### src/rtl/slice_pkg.sv
package slice_pkg;

    localparam int LUT_K     = 4;
    localparam int LUT_DEPTH = 1 << LUT_K;
    localparam int ARITH_W   = 2;
    localparam int CFG_W     = LUT_DEPTH;

    typedef enum logic [1:0] {
        MODE_LOGIC  = 2'd0,
        MODE_RIPPLE = 2'd1,
        MODE_RAM    = 2'd2,
        MODE_ROM    = 2'd3
    } slice_mode_e;

    typedef enum logic [2:0] {
        OP_ADD    = 3'd0,
        OP_SUB    = 3'd1,
        OP_ADDSUB = 3'd2,
        OP_UP     = 3'd3,
        OP_DOWN   = 3'd4,
        OP_GE     = 3'd5,
        OP_NE     = 3'd6,
        OP_LE     = 3'd7
    } ripple_op_e;

    typedef struct packed {
        logic        src1;
        logic        src0;
        logic        init1;
        logic        init0;
        ripple_op_e  op;
        slice_mode_e mode;
    } slice_ctrl_t;

    localparam int CTRL_W = $bits(slice_ctrl_t);

    typedef struct packed {
        logic [LUT_DEPTH-1:0] tab1;
        logic [LUT_DEPTH-1:0] tab0;
        slice_ctrl_t          ctrl;
        logic                 q1;
        logic                 q0;
    } slice_state_t;

endpackage

### src/rtl/slice_lut.sv
module slice_lut #(
    parameter int K = 4,
    localparam int DEPTH = 1 << K
) (
    input  logic [DEPTH-1:0] tab,
    input  logic [K-1:0]     sel,
    output logic             y
);

    // binary mux tree, one level per select bit
    logic [DEPTH-1:0] lvl [K+1];

    assign lvl[0] = tab;

    for (genvar s = 0; s < K; s++) begin : g_level
        localparam int N = DEPTH >> (s + 1);
        always_comb begin
            lvl[s+1] = '0;
            for (int i = 0; i < N; i++) begin
                lvl[s+1][i] = sel[s] ? lvl[s][2*i+1] : lvl[s][2*i];
            end
        end
    end

    assign y = lvl[K][0];

endmodule

### src/rtl/slice_ripple.sv
module slice_ripple
    import slice_pkg::*;
#(
    parameter int W = 2
) (
    input  ripple_op_e     op,
    input  logic [W-1:0]   a,
    input  logic [W-1:0]   b,
    input  logic [W-1:0]   q,
    input  logic           dyn_sub,
    input  logic           cin,
    output logic [W-1:0]   f,
    output logic           cout
);

    logic [W-1:0] x;
    logic [W-1:0] y;
    logic [W-1:0] gen;
    logic [W-1:0] prop;
    logic [W-1:0] sum;
    logic [W:0]   c;
    logic         ne;

    // operand steering per operation
    always_comb begin
        x = a;
        y = b;
        unique case (op)
            OP_ADD:    begin x = a; y = b;  end
            OP_SUB:    begin x = a; y = ~b; end
            OP_ADDSUB: begin x = a; y = dyn_sub ? ~b : b; end
            OP_UP:     begin x = q; y = '0; end
            OP_DOWN:   begin x = q; y = '1; end
            OP_GE:     begin x = a; y = ~b; end
            OP_LE:     begin x = b; y = ~a; end
            OP_NE:     begin x = a; y = b;  end
            default:   begin x = a; y = b;  end
        endcase
    end

    assign c[0] = cin;

    for (genvar i = 0; i < W; i++) begin : g_bit
        assign gen[i]  = x[i] & y[i];
        assign prop[i] = x[i] ^ y[i];
        assign c[i+1]  = gen[i] | (prop[i] & c[i]);
        assign sum[i]  = prop[i] ^ c[i];
    end

    assign ne = cin | (a != b);

    always_comb begin
        unique case (op)
            OP_GE, OP_LE: begin
                f    = {{(W-1){1'b0}}, c[W]};
                cout = c[W];
            end
            OP_NE: begin
                f    = {{(W-1){1'b0}}, ne};
                cout = ne;
            end
            default: begin
                f    = sum;
                cout = c[W];
            end
        endcase
    end

endmodule

### src/rtl/logic_slice.sv
module logic_slice
    import slice_pkg::*;
#(
    parameter bit HAS_RAM = 1'b1
) (
    input  logic                 clk,
    input  logic                 rst_n,
    input  logic                 cfg_we,
    input  logic [1:0]           cfg_addr,
    input  logic [CFG_W-1:0]     cfg_wdata,
    input  logic [LUT_K-1:0]     in0,
    input  logic [LUT_K-1:0]     in1,
    input  logic                 m0,
    input  logic                 m1,
    input  logic                 ce,
    input  logic                 lsr,
    input  logic                 cin,
    output logic                 f0,
    output logic                 f1,
    output logic                 ofx,
    output logic                 q0,
    output logic                 q1,
    output logic                 cout,
    output logic                 cfg_err
);

    localparam logic [1:0] ADDR_TAB0 = 2'd0;
    localparam logic [1:0] ADDR_TAB1 = 2'd1;
    localparam logic [1:0] ADDR_CTRL = 2'd2;

    slice_state_t st_d, st_q;

    slice_ctrl_t          ctrl_q;
    logic [LUT_DEPTH-1:0] tab0_q;
    logic [LUT_DEPTH-1:0] tab1_q;

    assign ctrl_q = st_q.ctrl;
    assign tab0_q = st_q.tab0;
    assign tab1_q = st_q.tab1;

    logic ram_sel;
    logic ram_ok;

    assign ram_sel = (ctrl_q.mode == MODE_RAM);
    assign ram_ok  = ram_sel && HAS_RAM;

    // table reads: RAM mode shares one address across both tables
    logic [LUT_DEPTH-1:0] lut_tab [2];
    logic [LUT_K-1:0]     lut_sel [2];
    logic [1:0]           lut_y;

    assign lut_tab[0] = tab0_q;
    assign lut_tab[1] = tab1_q;
    assign lut_sel[0] = in0;
    assign lut_sel[1] = ram_sel ? in0 : in1;

    for (genvar t = 0; t < 2; t++) begin : g_lut
        slice_lut #(.K(LUT_K)) u_lut (
            .tab (lut_tab[t]),
            .sel (lut_sel[t]),
            .y   (lut_y[t])
        );
    end

    // ripple unit
    logic [ARITH_W-1:0] ar_a, ar_b, ar_f;
    logic               ar_cout;

    assign ar_a = {in1[0], in0[0]};
    assign ar_b = {in1[1], in0[1]};

    slice_ripple #(.W(ARITH_W)) u_ripple (
        .op      (ctrl_q.op),
        .a       (ar_a),
        .b       (ar_b),
        .q       ({st_q.q1, st_q.q0}),
        .dyn_sub (m0),
        .cin     (cin),
        .f       (ar_f),
        .cout    (ar_cout)
    );

    always_comb begin
        st_d = st_q;

        // output selection by mode
        f0      = 1'b0;
        f1      = 1'b0;
        ofx     = 1'b0;
        cout    = 1'b0;
        cfg_err = 1'b0;
        unique case (ctrl_q.mode)
            MODE_LOGIC: begin
                f0  = lut_y[0];
                f1  = lut_y[1];
                ofx = m0 ? lut_y[1] : lut_y[0];
            end
            MODE_RIPPLE: begin
                f0   = ar_f[0];
                f1   = ar_f[1];
                cout = ar_cout;
            end
            MODE_RAM: begin
                if (ram_ok) begin
                    f0 = lut_y[0];
                    f1 = lut_y[1];
                end else begin
                    cfg_err = 1'b1;
                end
            end
            MODE_ROM: begin
                f0 = lut_y[0];
                f1 = lut_y[1];
            end
            default: ;
        endcase

        // distributed RAM write
        if (ram_ok && ce) begin
            st_d.tab0[in0] = m0;
            st_d.tab1[in0] = m1;
        end

        // configuration port has the last word
        if (cfg_we) begin
            unique case (cfg_addr)
                ADDR_TAB0: st_d.tab0 = cfg_wdata;
                ADDR_TAB1: st_d.tab1 = cfg_wdata;
                ADDR_CTRL: st_d.ctrl = slice_ctrl_t'(cfg_wdata[CTRL_W-1:0]);
                default:   ;
            endcase
        end

        // output registers: lsr over ce over hold
        if (lsr) begin
            st_d.q0 = ctrl_q.init0;
            st_d.q1 = ctrl_q.init1;
        end else if (ce) begin
            st_d.q0 = ctrl_q.src0 ? m0 : f0;
            st_d.q1 = ctrl_q.src1 ? m1 : f1;
        end
    end

    always_ff @(posedge clk or negedge rst_n) begin
        if (!rst_n) begin
            st_q <= '0;
        end else begin
            st_q <= st_d;
        end
    end

    assign q0 = st_q.q0;
    assign q1 = st_q.q1;

endmodule

### config.mk
export PLATFORM = sky130hd
export DESIGN_NAME = logic_slice
export DESIGN_NICKNAME = d
export VERILOG_FILES = /design/src/rtl/slice_pkg.sv /design/src/rtl/slice_lut.sv /design/src/rtl/slice_ripple.sv /design/src/rtl/logic_slice.sv
export SDC_FILE = /design/constraint.sdc
export NUM_CORES = 1
export LEC_CHECK = 0
export ABC_AREA = 1
export BUFFER_PORTS_ARGS = -buffer_cell sky130_fd_sc_hd__buf_2
export CAP_MARGIN = 10
export CORE_MARGIN = 10
export CORE_UTILIZATION = 50
export DETAILED_ROUTE_END_ITERATION = 7
export GPL_ROUTABILITY_DRIVEN = 1
export PLACE_DENSITY = 0.71
export SLEW_MARGIN = 30
export SYNTH_ARGS = -nofsm -noshare
export SYNTH_HDL_FRONTEND = slang
export SYNTH_SLANG_ARGS = --single-unit
### constraint.sdc
create_clock -name clk -period 2.79 [get_ports clk]
set_input_delay 0 -clock clk [delete_from_list [all_inputs] [get_ports clk]]
set_output_delay 0 -clock clk [all_outputs]
set_load 0.02 [all_outputs]
==> run_results.csv <==
group,metric,value,unit
sta,drv_slew,0,
critical_path,crit_arrival,2.67,ns
grt,grt_use_total,0.1863,
status,violations,"negative hold slack",
cts,clk_pin_slew,0.08,ns
routing,via_per_inst,5.354,
cells_and_area,antenna_cells,0,
yosys,synth_top_family_by_area,"simple AND/OR/NAND/NOR gates",
critical_path,crit_required,2.79,ns
yosys,ys_ff_latch,43,
cells_and_area,area_growth,18.36,%
power,p_comb_frac,0.360,
cells_and_area,fillers,544,
grt,grt_overflow,0,
floorplan,die_area,9149,um2
yosys,synth-warning-count,0,
sta,period_share,0.9579,
place,dp.cells,507,
cts,clockBufferDepth,2,
routing,vias,2859,
sta,layout_min_cycle_time,2.673,ns
sta,max_slew_margin,0.6112,
cts,clockRootBuffer,"clkbuf_8",
yosys,synth_compound_area_frac,0.2326,
power,power,1.881,mW
routing,wl_per_cell,15.62,um
status,status,"finished with violations",
sta,setup_ws,0.1174,ns
yosys,synthMuxAreaShare,0,
floorplan,start_util,0.5165,
power,intPower,1.178,mW
sta,setup_viol,0,
place,gp_congestion,0.9431,
power,p_per_area,555.4,nW/um2
critical_path,cp-start-kind,"flip-flop",
cells_and_area,finalNonFillerCells,534,
sta,fmax,374.2,MHz
yosys,yosys.area_share.xor_xnor,0.003061,
floorplan,num_io_pins,41,
routing,firstDrtPassIters,4,
routing,wl,8341,um
power,swShare,0.3736,
cts,cts_tree,"done",
floorplan,core_area,5540,um2
floorplan,die_height,95.65,um
yosys,ys_seq_area_frac,0.3760,
routing,drc,0,
sta,finalSetupTns,0,ns
grt,antenna_found_initial,0,
floorplan,rows,27,
sta,hold_viol_final,1,
place,hpwl,5899,um
power,p_sw,702.7,uW
cts,cts_buffers,5,
grt,grt_pass1_wl,13490,um
sta,skew,0.008712,ns
cells_and_area,utilization,0.6113,
critical_path,critPathKind,"flip-flop to output port",
grt,grt_max_degree,44,
yosys,syn_nets,447,
place,placed_area,3103,um2
cts,cts.htree.levels,2,
yosys,yosys.area_share.simple,0.2501,
place,portBuffers,39,
cells_and_area,mostFrequentLayoutCells,"nand2_1, inv_1, nor2_1, dfrtp_1, buf_2",
power,clkPwrFrac,0.213,
routing,dr.first_iter.drc_count,251,
power,p_leak,1.712,nW
grt,grt_pass1_vias,2747,
floorplan,die_w,95.65,um
job,cap_violations,0,
yosys,yosysUniqueCellTypes,30,
cells_and_area,layout.cells.most_common,"nand2_1",
sta,worst_slew_pin_slew,0.5816,ns
cts,clkLatencyLatePin,0.30,ns
critical_path,cp-end-kind,"output port",
yosys,avgSynthCellArea,7.031,um2
critical_path,crit_fanout,4,
cells_and_area,drive_gt1_frac,0.1623,
cts,cts.sinks,43,
place,pre_cts_ws,0.3702,ns
yosys,syn_inst,407,
routing,postRouteAntennaNets,0,
cells_and_area,final_design_area_no_fill,3387,um2
cells_and_area,fin_nets,501,
sta,whs,-0.002403,ns
power,irDropWorstVdd,0.3349,mV
hold_path,hp-class,"input pin to flip-flop",
yosys,synth_area,2861,um2
yosys,yosys.area_share.adder,0.03148,
power,pwr-share-seq,0.427,
path summary, 6_finish.rpt:
check	start	end	slack, ns	cells after the start
worst max-delay path	ctrl_q[2]	f0	0.12	12
worst min register to register	ctrl_q[5]	ctrl_q[5]	0.52	2
worst max register to register	ctrl_q[2]	q0	0.40	13
max in group asynchronous	rst_n	ctrl_q[4]	2.16	2
min in group asynchronous	rst_n	ctrl_q[1]	0.23	2
worst min-delay path	cfg_wdata[5]	tab0_q[5]	-0.002	3
power groups by stage:
stage / clock, mW / sequential, mW / combinational, mW
6_report: 0.401 / 0.804 / 0.676
5_1_grt: 0.432 / 0.819 / 0.759
4_1_cts: 0.407 / 0.803 / 0.651
3_5_place_dp: 0 / 0.815 / 0.631
3_3_place_gp: 0 / 0.812 / 0.617
2_1_floorplan: 0 / 0.799 / 0.463
cells in the mapped netlist:
cell type	instances	area share
o21bai_1	1	0.0026
nand2_4	1	0.0039
conb_1	1	0.0013
clkbuf_1	10	0.013
nand3_2	2	0.0070
inv_2	5	0.0066
o21ai_0	15	0.026
nor2_2	1	0.0022
nand3_4	1	0.0061
a221oi_1	2	0.0061
ha_1	4	0.017
xor2_1	1	0.0031
buf_4	2	0.0052
a32o_1	1	0.0035
o21ai_2	4	0.012
nor3_1	2	0.0035
o21ai_1	32	0.056
inv_1	57	0.075
nand2_2	4	0.0087
nor2_1	47	0.062
nand3_1	32	0.056
nand2_1	75	0.098
a21oi_1	33	0.058
o211ai_1	23	0.060
nand3b_1	1	0.0026
a22oi_1	3	0.0079
buf_6	1	0.0039
dfrtp_1	43	0.38
fa_1	2	0.014
buf_2	1	0.0017
timing repair:
| action | in CTS | in global routing |
|---|---|---|
| resized for setup | 0 | 6 |
| setup endpoints to repair | 0 | 2 |
| buffers inserted | 0 | 3 |
| endpoints found under the hold margin | 70 | 0 |
| hold buffers | 16 | 0 |
critical path, cell delays in order, from the launching register on:
cell and delay (ns):
dfrtp_1 0.41, inv_1 0.12, nor2_2 0.07, nor2_1 0.09, o21ai_1 0.12, nor2_1 0.19
a221oi_2 0.09, fa_2 0.38, fa_1 0.38, o211ai_1 0.19, nand2_1 0.10, nand2_2 0.10
buf_4 0.14
kinds of logic after synthesis:
family	Yosys count
AND/OR/NAND/NOR	166
buffers and inverters	76
adder cells (fa/ha/maj)	6
flip-flops	43
AO/OA/AOI/OAI	114
other	1
XOR/XNOR	1
sequential cells by signal, indices dropped and copies added, names as in the netlist:
| name | flops |
|---|---|
| q1 | 1 |
| tab0_q | 16 |
| tab1_q | 16 |
| q0 | 1 |
| ctrl_q | 9 |
metal layers:
layer	wire length (um)	track usage
met4	153	0.06880
met2	3980	0.2991
met1	3606	0.2459
met5	0	0
met3	600	0.03064
area by class of cell:
class                   instances  area, um2  share of cell area
well taps                      72      90.09             0.02660
flip-flops and latches         43       1079              0.3184
repair buffers                 61      405.4              0.1197
inverters                      62      232.7             0.06871
multi-input cells             288       1495              0.4414
clock inverters                 2      12.51            0.003694
clock buffers                   6      72.57             0.02143
Note: power is estimated with default switching activity, not from simulation.
